File: src/rtl/gpio_group_pkg.sv
package gpio_group_pkg;
   localparam int LINES_PER_GROUP = 16;
   localparam int WORD_W          = 32;
   localparam int SEL_W           = 4;
   localparam int LINES_PER_SEL   = 4;
   localparam int ADDR_W          = 5;

   typedef enum logic [1:0] {
      RG_TRIG = 2'd0,
      RG_MASK = 2'd1,
      RG_PEND = 2'd2,
      RG_SVC  = 2'd3
   } region_e;

   // Edge mode when either edge-enable bit is set, otherwise level mode.
   function automatic logic trig_event(input logic [SEL_W-1:0] sel,
                                       input logic cur, input logic prev);
      if (sel[2:1] != 2'b00)
         return (sel[2] & cur & ~prev) | (sel[1] & ~cur & prev);
      else
         return sel[0] ? cur : ~cur;
   endfunction
endpackage

File: src/rtl/gpio_group_sync.sv
module gpio_group_sync #(
   parameter int WIDTH = 160
) (
   input  logic             clk,
   input  logic             rst_n,
   input  logic [WIDTH-1:0] din,
   output logic [WIDTH-1:0] cur,
   output logic [WIDTH-1:0] prev
);
   logic [WIDTH-1:0] meta;

   // Idle-high reset so that no transition appears while leaving reset.
   always_ff @(posedge clk) begin
      if (!rst_n) begin
         meta <= '1;
         cur  <= '1;
         prev <= '1;
      end else begin
         meta <= din;
         cur  <= meta;
         prev <= cur;
      end
   end
endmodule

File: src/rtl/gpio_group_detect.sv
module gpio_group_detect
   import gpio_group_pkg::*;
#(
   parameter int NUM_WORDS = 5,
   localparam int NBITS    = NUM_WORDS * WORD_W
) (
   input  logic [NUM_WORDS-1:0][WORD_W-1:0] cfg,
   input  logic [NBITS-1:0]                 cur,
   input  logic [NBITS-1:0]                 prev,
   output logic [NBITS-1:0]                 evt
);
   for (genvar b = 0; b < NBITS; b++) begin : g_line
      localparam int W = b / WORD_W;
      localparam int O = b % WORD_W;
      localparam int S = SEL_W * (O / LINES_PER_SEL);
      assign evt[b] = trig_event(cfg[W][S +: SEL_W], cur[b], prev[b]);
   end
endmodule

File: src/rtl/gpio_group_arbiter.sv
module gpio_group_arbiter
   import gpio_group_pkg::*;
#(
   parameter int NUM_GROUPS = 10,
   localparam int NBITS     = NUM_GROUPS * LINES_PER_GROUP
) (
   input  logic [NBITS-1:0] active,
   output logic [3:0]       svc_grp,
   output logic [3:0]       svc_line
);
   // Scan from the top down so that the lowest group and line are kept last.
   always_comb begin
      svc_grp  = 4'd0;
      svc_line = 4'd0;
      for (int g = NUM_GROUPS - 1; g >= 0; g--) begin
         for (int l = LINES_PER_GROUP - 1; l >= 0; l--) begin
            if (active[g*LINES_PER_GROUP + l]) begin
               svc_grp  = 4'(g + 1);
               svc_line = 4'(l);
            end
         end
      end
   end
endmodule

File: src/rtl/gpio_group_irq.sv
module gpio_group_irq
   import gpio_group_pkg::*;
#(
   parameter int NUM_GROUPS = 10
) (
   input  logic                                clk,
   input  logic                                rst_n,
   input  logic [NUM_GROUPS*LINES_PER_GROUP-1:0] pins_i,
   input  logic                                reg_we,
   input  logic [ADDR_W-1:0]                   reg_addr,
   input  logic [WORD_W-1:0]                   reg_wdata,
   output logic [WORD_W-1:0]                   reg_rdata,
   output logic                                irq_o
);
   localparam int NW        = (NUM_GROUPS + 1) / 2;
   localparam int LINES_ALL = NW * WORD_W;
   localparam int USED      = NUM_GROUPS * LINES_PER_GROUP;
   localparam int PAD       = LINES_ALL - USED;
   localparam logic [LINES_ALL-1:0] USED_MASK = ((LINES_ALL)'(1) << USED) - 1'b1;

   if (NUM_GROUPS < 1 || NUM_GROUPS > 15) begin : g_bad_groups
      $error("NUM_GROUPS must lie in 1..15 so the group field can keep 0 for none");
   end

   logic [LINES_ALL-1:0]          pins_full, pin_cur, pin_prev, evt_raw, evt_used;
   logic [LINES_ALL-1:0]          mask_q, pend_q, clr, active;
   logic [NW-1:0][WORD_W-1:0]     cfg_q;
   logic [3:0]                    svc_grp, svc_line;
   region_e                       region;
   logic [2:0]                    widx;
   logic                          word_ok;

   if (PAD > 0) begin : g_pad
      assign pins_full = {{PAD{1'b1}}, pins_i};
   end else begin : g_nopad
      assign pins_full = pins_i;
   end

   gpio_group_sync #(.WIDTH(LINES_ALL)) u_sync (
      .clk  (clk),
      .rst_n(rst_n),
      .din  (pins_full),
      .cur  (pin_cur),
      .prev (pin_prev)
   );

   gpio_group_detect #(.NUM_WORDS(NW)) u_detect (
      .cfg (cfg_q),
      .cur (pin_cur),
      .prev(pin_prev),
      .evt (evt_raw)
   );

   assign evt_used = evt_raw & USED_MASK;
   assign active   = pend_q & ~mask_q;
   assign irq_o    = |active;

   gpio_group_arbiter #(.NUM_GROUPS(NUM_GROUPS)) u_arb (
      .active  (active[USED-1:0]),
      .svc_grp (svc_grp),
      .svc_line(svc_line)
   );

   // Address decode
   assign region  = region_e'(reg_addr[4:3]);
   assign widx    = reg_addr[2:0];
   assign word_ok = (int'(widx) < NW);

   always_comb begin
      clr = '0;
      if (reg_we && region == RG_PEND && word_ok)
         clr[WORD_W*int'(widx) +: WORD_W] = reg_wdata;
   end

   always_ff @(posedge clk) begin
      if (!rst_n) begin
         cfg_q  <= '0;
         mask_q <= '1;
         pend_q <= '0;
      end else begin
         if (reg_we && word_ok) begin
            case (region)
               RG_TRIG: cfg_q[widx] <= reg_wdata;
               RG_MASK: mask_q[WORD_W*int'(widx) +: WORD_W] <= reg_wdata;
               default: ;
            endcase
         end
         pend_q <= (pend_q & ~clr) | evt_used;
      end
   end

   always_comb begin
      reg_rdata = '0;
      case (region)
         RG_TRIG: if (word_ok) reg_rdata = cfg_q[widx];
         RG_MASK: if (word_ok) reg_rdata = mask_q[WORD_W*int'(widx) +: WORD_W];
         RG_PEND: if (word_ok) reg_rdata = pend_q[WORD_W*int'(widx) +: WORD_W];
         default: reg_rdata = {24'd0, svc_grp, svc_line};
      endcase
   end

   // Checks
   AST_RESET_STATE: assert property (@(posedge clk) disable iff (!rst_n)
      $rose(rst_n) |-> (mask_q == '1 && pend_q == '0));

   AST_PEND_NEEDS_EVENT: assert property (@(posedge clk) disable iff (!rst_n)
      1'b1 |=> ((pend_q & ~$past(pend_q) & ~$past(evt_used)) == '0));

   AST_SVC_UNMASKED: assert property (@(posedge clk) disable iff (!rst_n)
      (svc_grp != 4'd0) |-> active[{svc_grp - 4'd1, svc_line}]);

   AST_CLEAR_TAKES: assert property (@(posedge clk) disable iff (!rst_n)
      1'b1 |=> ((pend_q & $past(clr) & ~$past(evt_used)) == '0));

   AST_GROUP_RANGE: assert property (@(posedge clk) disable iff (!rst_n)
      svc_grp <= 4'(NUM_GROUPS));

   AST_IRQ_MATCHES_SVC: assert property (@(posedge clk) disable iff (!rst_n)
      irq_o == (svc_grp != 4'd0));
endmodule

File: config.mk
export PLATFORM = sky130hd
export DESIGN_NAME = gpio_group_irq
export DESIGN_NICKNAME = d
export VERILOG_FILES = /design/src/rtl/gpio_group_pkg.sv /design/src/rtl/gpio_group_sync.sv /design/src/rtl/gpio_group_detect.sv /design/src/rtl/gpio_group_arbiter.sv /design/src/rtl/gpio_group_irq.sv
export SDC_FILE = /design/constraint.sdc
export NUM_CORES = 2
export LEC_CHECK = 0
export ABC_AREA = 1
export BUFFER_PORTS_ARGS = -buffer_cell sky130_fd_sc_hd__buf_2
export CORE_MARGIN = 1
export CORE_UTILIZATION = 25
export CTS_CLUSTER_SIZE = 25
export DETAILED_ROUTE_END_ITERATION = 8
export PLACE_DENSITY_LB_ADDON = 0.2
export SLEW_MARGIN = 20
export SYNTH_ARGS = -nofsm -noshare
export SYNTH_HDL_FRONTEND = slang
export SYNTH_SLANG_ARGS = --single-unit
File: constraint.sdc
create_clock -name clk -period 9.7 [get_ports clk]
set_clock_uncertainty 0.1 [all_clocks]
set_input_delay 1.455 -clock clk [delete_from_list [all_inputs] [get_ports clk]]
set_output_delay 1.455 -clock clk [all_outputs]
set_load 0.02 [all_outputs]
==> qor.yml <==
flow_run:
  drv.max_cap_violation_count: 0
timing:
  finalSetupViolations: 1
  maxSlewHeadroom: 0.1188
  drv_slew: 0
  final.min_clock_period_ns: 12.15
  whs_ns: 0.3092
  tns_ns: -2.448
  rsz0062_at_grt: "yes"
  post-route-period-util: 1.252
  finalHoldViolCount: 0
  setup_slack_ns: -2.448
  worst_pin_slew_ns: 1.312
  max_freq_mhz: 82.32
power_and_ir_drop:
  sw_frac_of_total: 0.2520
  vdd_drop_max_v: 0.0001270
  p_int_w: 0.006915
  power_frac_comb: 0.067
  seqPwrFrac: 0.451
  p_leak_nw: 21.00
  power_switching_w: 0.002330
  power.share.clock: 0.482
  power.density_nw_per_um2: 199.7
cells_and_area:
  stdcell_area_um2: 46290
  post-route-util: 0.3029
  final_cells: 7428
  seqCellArea_um2: 19220
  final_nets: 5498
  num-fill-cells: 16680
  multiInputGateArea_um2: 16710
  synthToLayoutAreaGrowth_pct: 19.67
  drive_above_1_share: 0.1741
floorplan:
  fp.dieH_um: 395.3
  start_util: 0.2531
  fp.dieArea_um2: 156300
  die_x_um: 395.3
  core_area_um2: 152800
  ios: 233
  rows: 143
place:
  port_buffers: 232
  gp_congestion: 0.9229
  place_inst: 7213
  placed_cell_area_um2: 42350
  dp_hpwl_mm: 117.4
clock_tree:
  cts_sinks: 960
  htree_levels: 3
  cts_tree: "built"
  clkLatencyLatePin_ns: 0.73
  cts_inserted_buffers: 111
  cts_buffer_depth: 3
  cts-root-buf: "clkbuf_16"
  clk_pin_slew_ns: 0.06
  holdBufCountCts: 0
  post_cts_buffers: 0
yosys:
  synthFlopType: "dfxtp_1"
  synth-edff-count: 0
  ys_top_cells_by_area: "dfxtp_1 (50%), nand2_1 (10%), o21ai_0 (9.6%)"
  yosysMostFrequentCell: "nand2_1"
  synth_top_area_share: 0.4969
  synth_cell_types: 35
  synth_common_cells: "nand2_1 (1064), dfxtp_1 (960), o21ai_0 (745)"
  yosysWarnings: 0
  syn_area_um2: 38680
  synth_nets: 5303
  syn_inst: 5101
  yosysTopAreaCell: "dfxtp_1"
  synth_seq_cells: 960
  synth-async-reset-ratio: 0
  syn_area_per_cell_um2: 7.583
  synth_seq_area_share: 0.4969
routing:
  wirelength_mm: 166.9
  wire_per_inst_um: 22.46
  via_count: 36090
  vias_per_cell: 4.859
  dr.pass1.iters: 5
  post-route-drc-count: 0
  detail-route-antenna-nets: 0
  first_iter_violations: 3571
run_status:
  violations: "negative setup slack"
  outcome: "finished with violations"
global_route:
  antenna_found_initial: 23
  grt_pass1_wl_mm: 239.7
  grt_overflow_total: 0
  grt_pass1_vias: 33680
  grt_start_max_net_pins: 131
  grt_util_all_layers: 0.2074
setup_path:
  cp.required_ns: 8.15
  worstPathArrival_ns: 10.59
  path_common_cell: "nand2_1"
  slowest_delay_ns: 0.31
  cp-end-kind: "output pin"
  cp_max_fo: 3
  crit_type: "reg2out"
  critPathLaunchType: "flip-flop"
  cp_slowest_cell: "dfxtp_1"
hold_path:
  hp-class: "reg2reg"
[routing by layer]
metal / vias up / global-route usage / share of wire
li1: 17270 / - / -
met1: 17100 / 0.3116 / 0.49
met2: 1419 / 0.2919 / 0.40
met3: 286 / 0.03493 / 0.073
met4: 12 / 0.07419 / 0.034
met5: - / 0 / 0.00046
[worst paths after layout]
path / start / end / slack [ns] / cells past startpoint
worst min-delay path: u_sync.meta[90] / u_sync.cur[90] / 0.31 / 1
worst min register to register: u_sync.meta[90] / u_sync.cur[90] / 0.31 / 1
worst max-delay path: pend_q[159] / reg_rdata[0] / -2.45 / 163
worst max register to register: cfg_q[85] / pend_q[87] / 7.04 / 3
[worst max-delay path, delay by kind of cell, from the launching register on]
family,cells,cell delay (ns)
flops,1,0.31
buf+inv,2,0.22
simple gates,161,9.22
[cells by family (layout without fill, tap and decap cells)]
family | count (synthesis) | in the layout | share of synthesized area
buffers and inverters | 771 | 1062 | 0.07482
AO/OA/AOI/OAI | 1465 | 1465 | 0.2089
other | 0 | 6 | 0
adder cells (fa/ha/maj) | 2 | 2 | 0.0006469
flip-flops | 960 | 960 | 0.4969
AND/OR/NAND/NOR | 1903 | 1903 | 0.2187
[cell type report]
class	count	area share
clock inverter	59	0.01449
sequential	960	0.4152
timing repair buffer	345	0.04385
antenna	6	0.0003244
tap	2030	0.05488
clock buffer	150	0.06888
multi-input combinational	3370	0.3609
inverter	508	0.04141
[what timing repair did]
item	CTS	global route
endpoints found under the setup margin	1	2
resized for setup	10	13
pin swaps	0	3
[state kept, by name, indices dropped and copies added (netlist names)]
signal,count
u_sync.cur,160
pend_q,160
u_sync.prev,160
mask_q,160
cfg_q,160
u_sync.meta,160
[stage by stage]
stage	total power (W)	worst slack, ns
finish	0.009244	-2.448
global route	0.009581	-3.813
CTS	0.009342	-2.522
detailed placement	0.004866	-1.895
global placement	0.004863	-2.171
floorplan	0.004545	0.9209
[power by group through the flow]
stage / Clock (W) / Combinational, W / Sequential, W
2_1_floorplan: 0 / 0.000338 / 0.00421
3_3_place_gp: 0 / 0.000609 / 0.00425
3_5_place_dp: 0 / 0.000611 / 0.00425
4_1_cts: 0.00456 / 0.000614 / 0.00417
5_1_grt: 0.00473 / 0.000671 / 0.00418
6_report: 0.00445 / 0.000620 / 0.00417
[layout by cell type, fill, tap and decap left out, types with 37 or more instances in the layout]
cell and instances:
a21oi_1 430, o22ai_1 56, clkbuf_16 114, inv_1 495, dfxtp_1 959, o211ai_1 95
o221ai_1 43, nand2_2 37, o31ai_1 40, nand2_1 1038, or2_2 325, nor3_1 53
buf_2 230, buf_4 112, nand3_1 218, o21ai_0 745, nor2_1 196
Power figures use the tool's default switching activity.
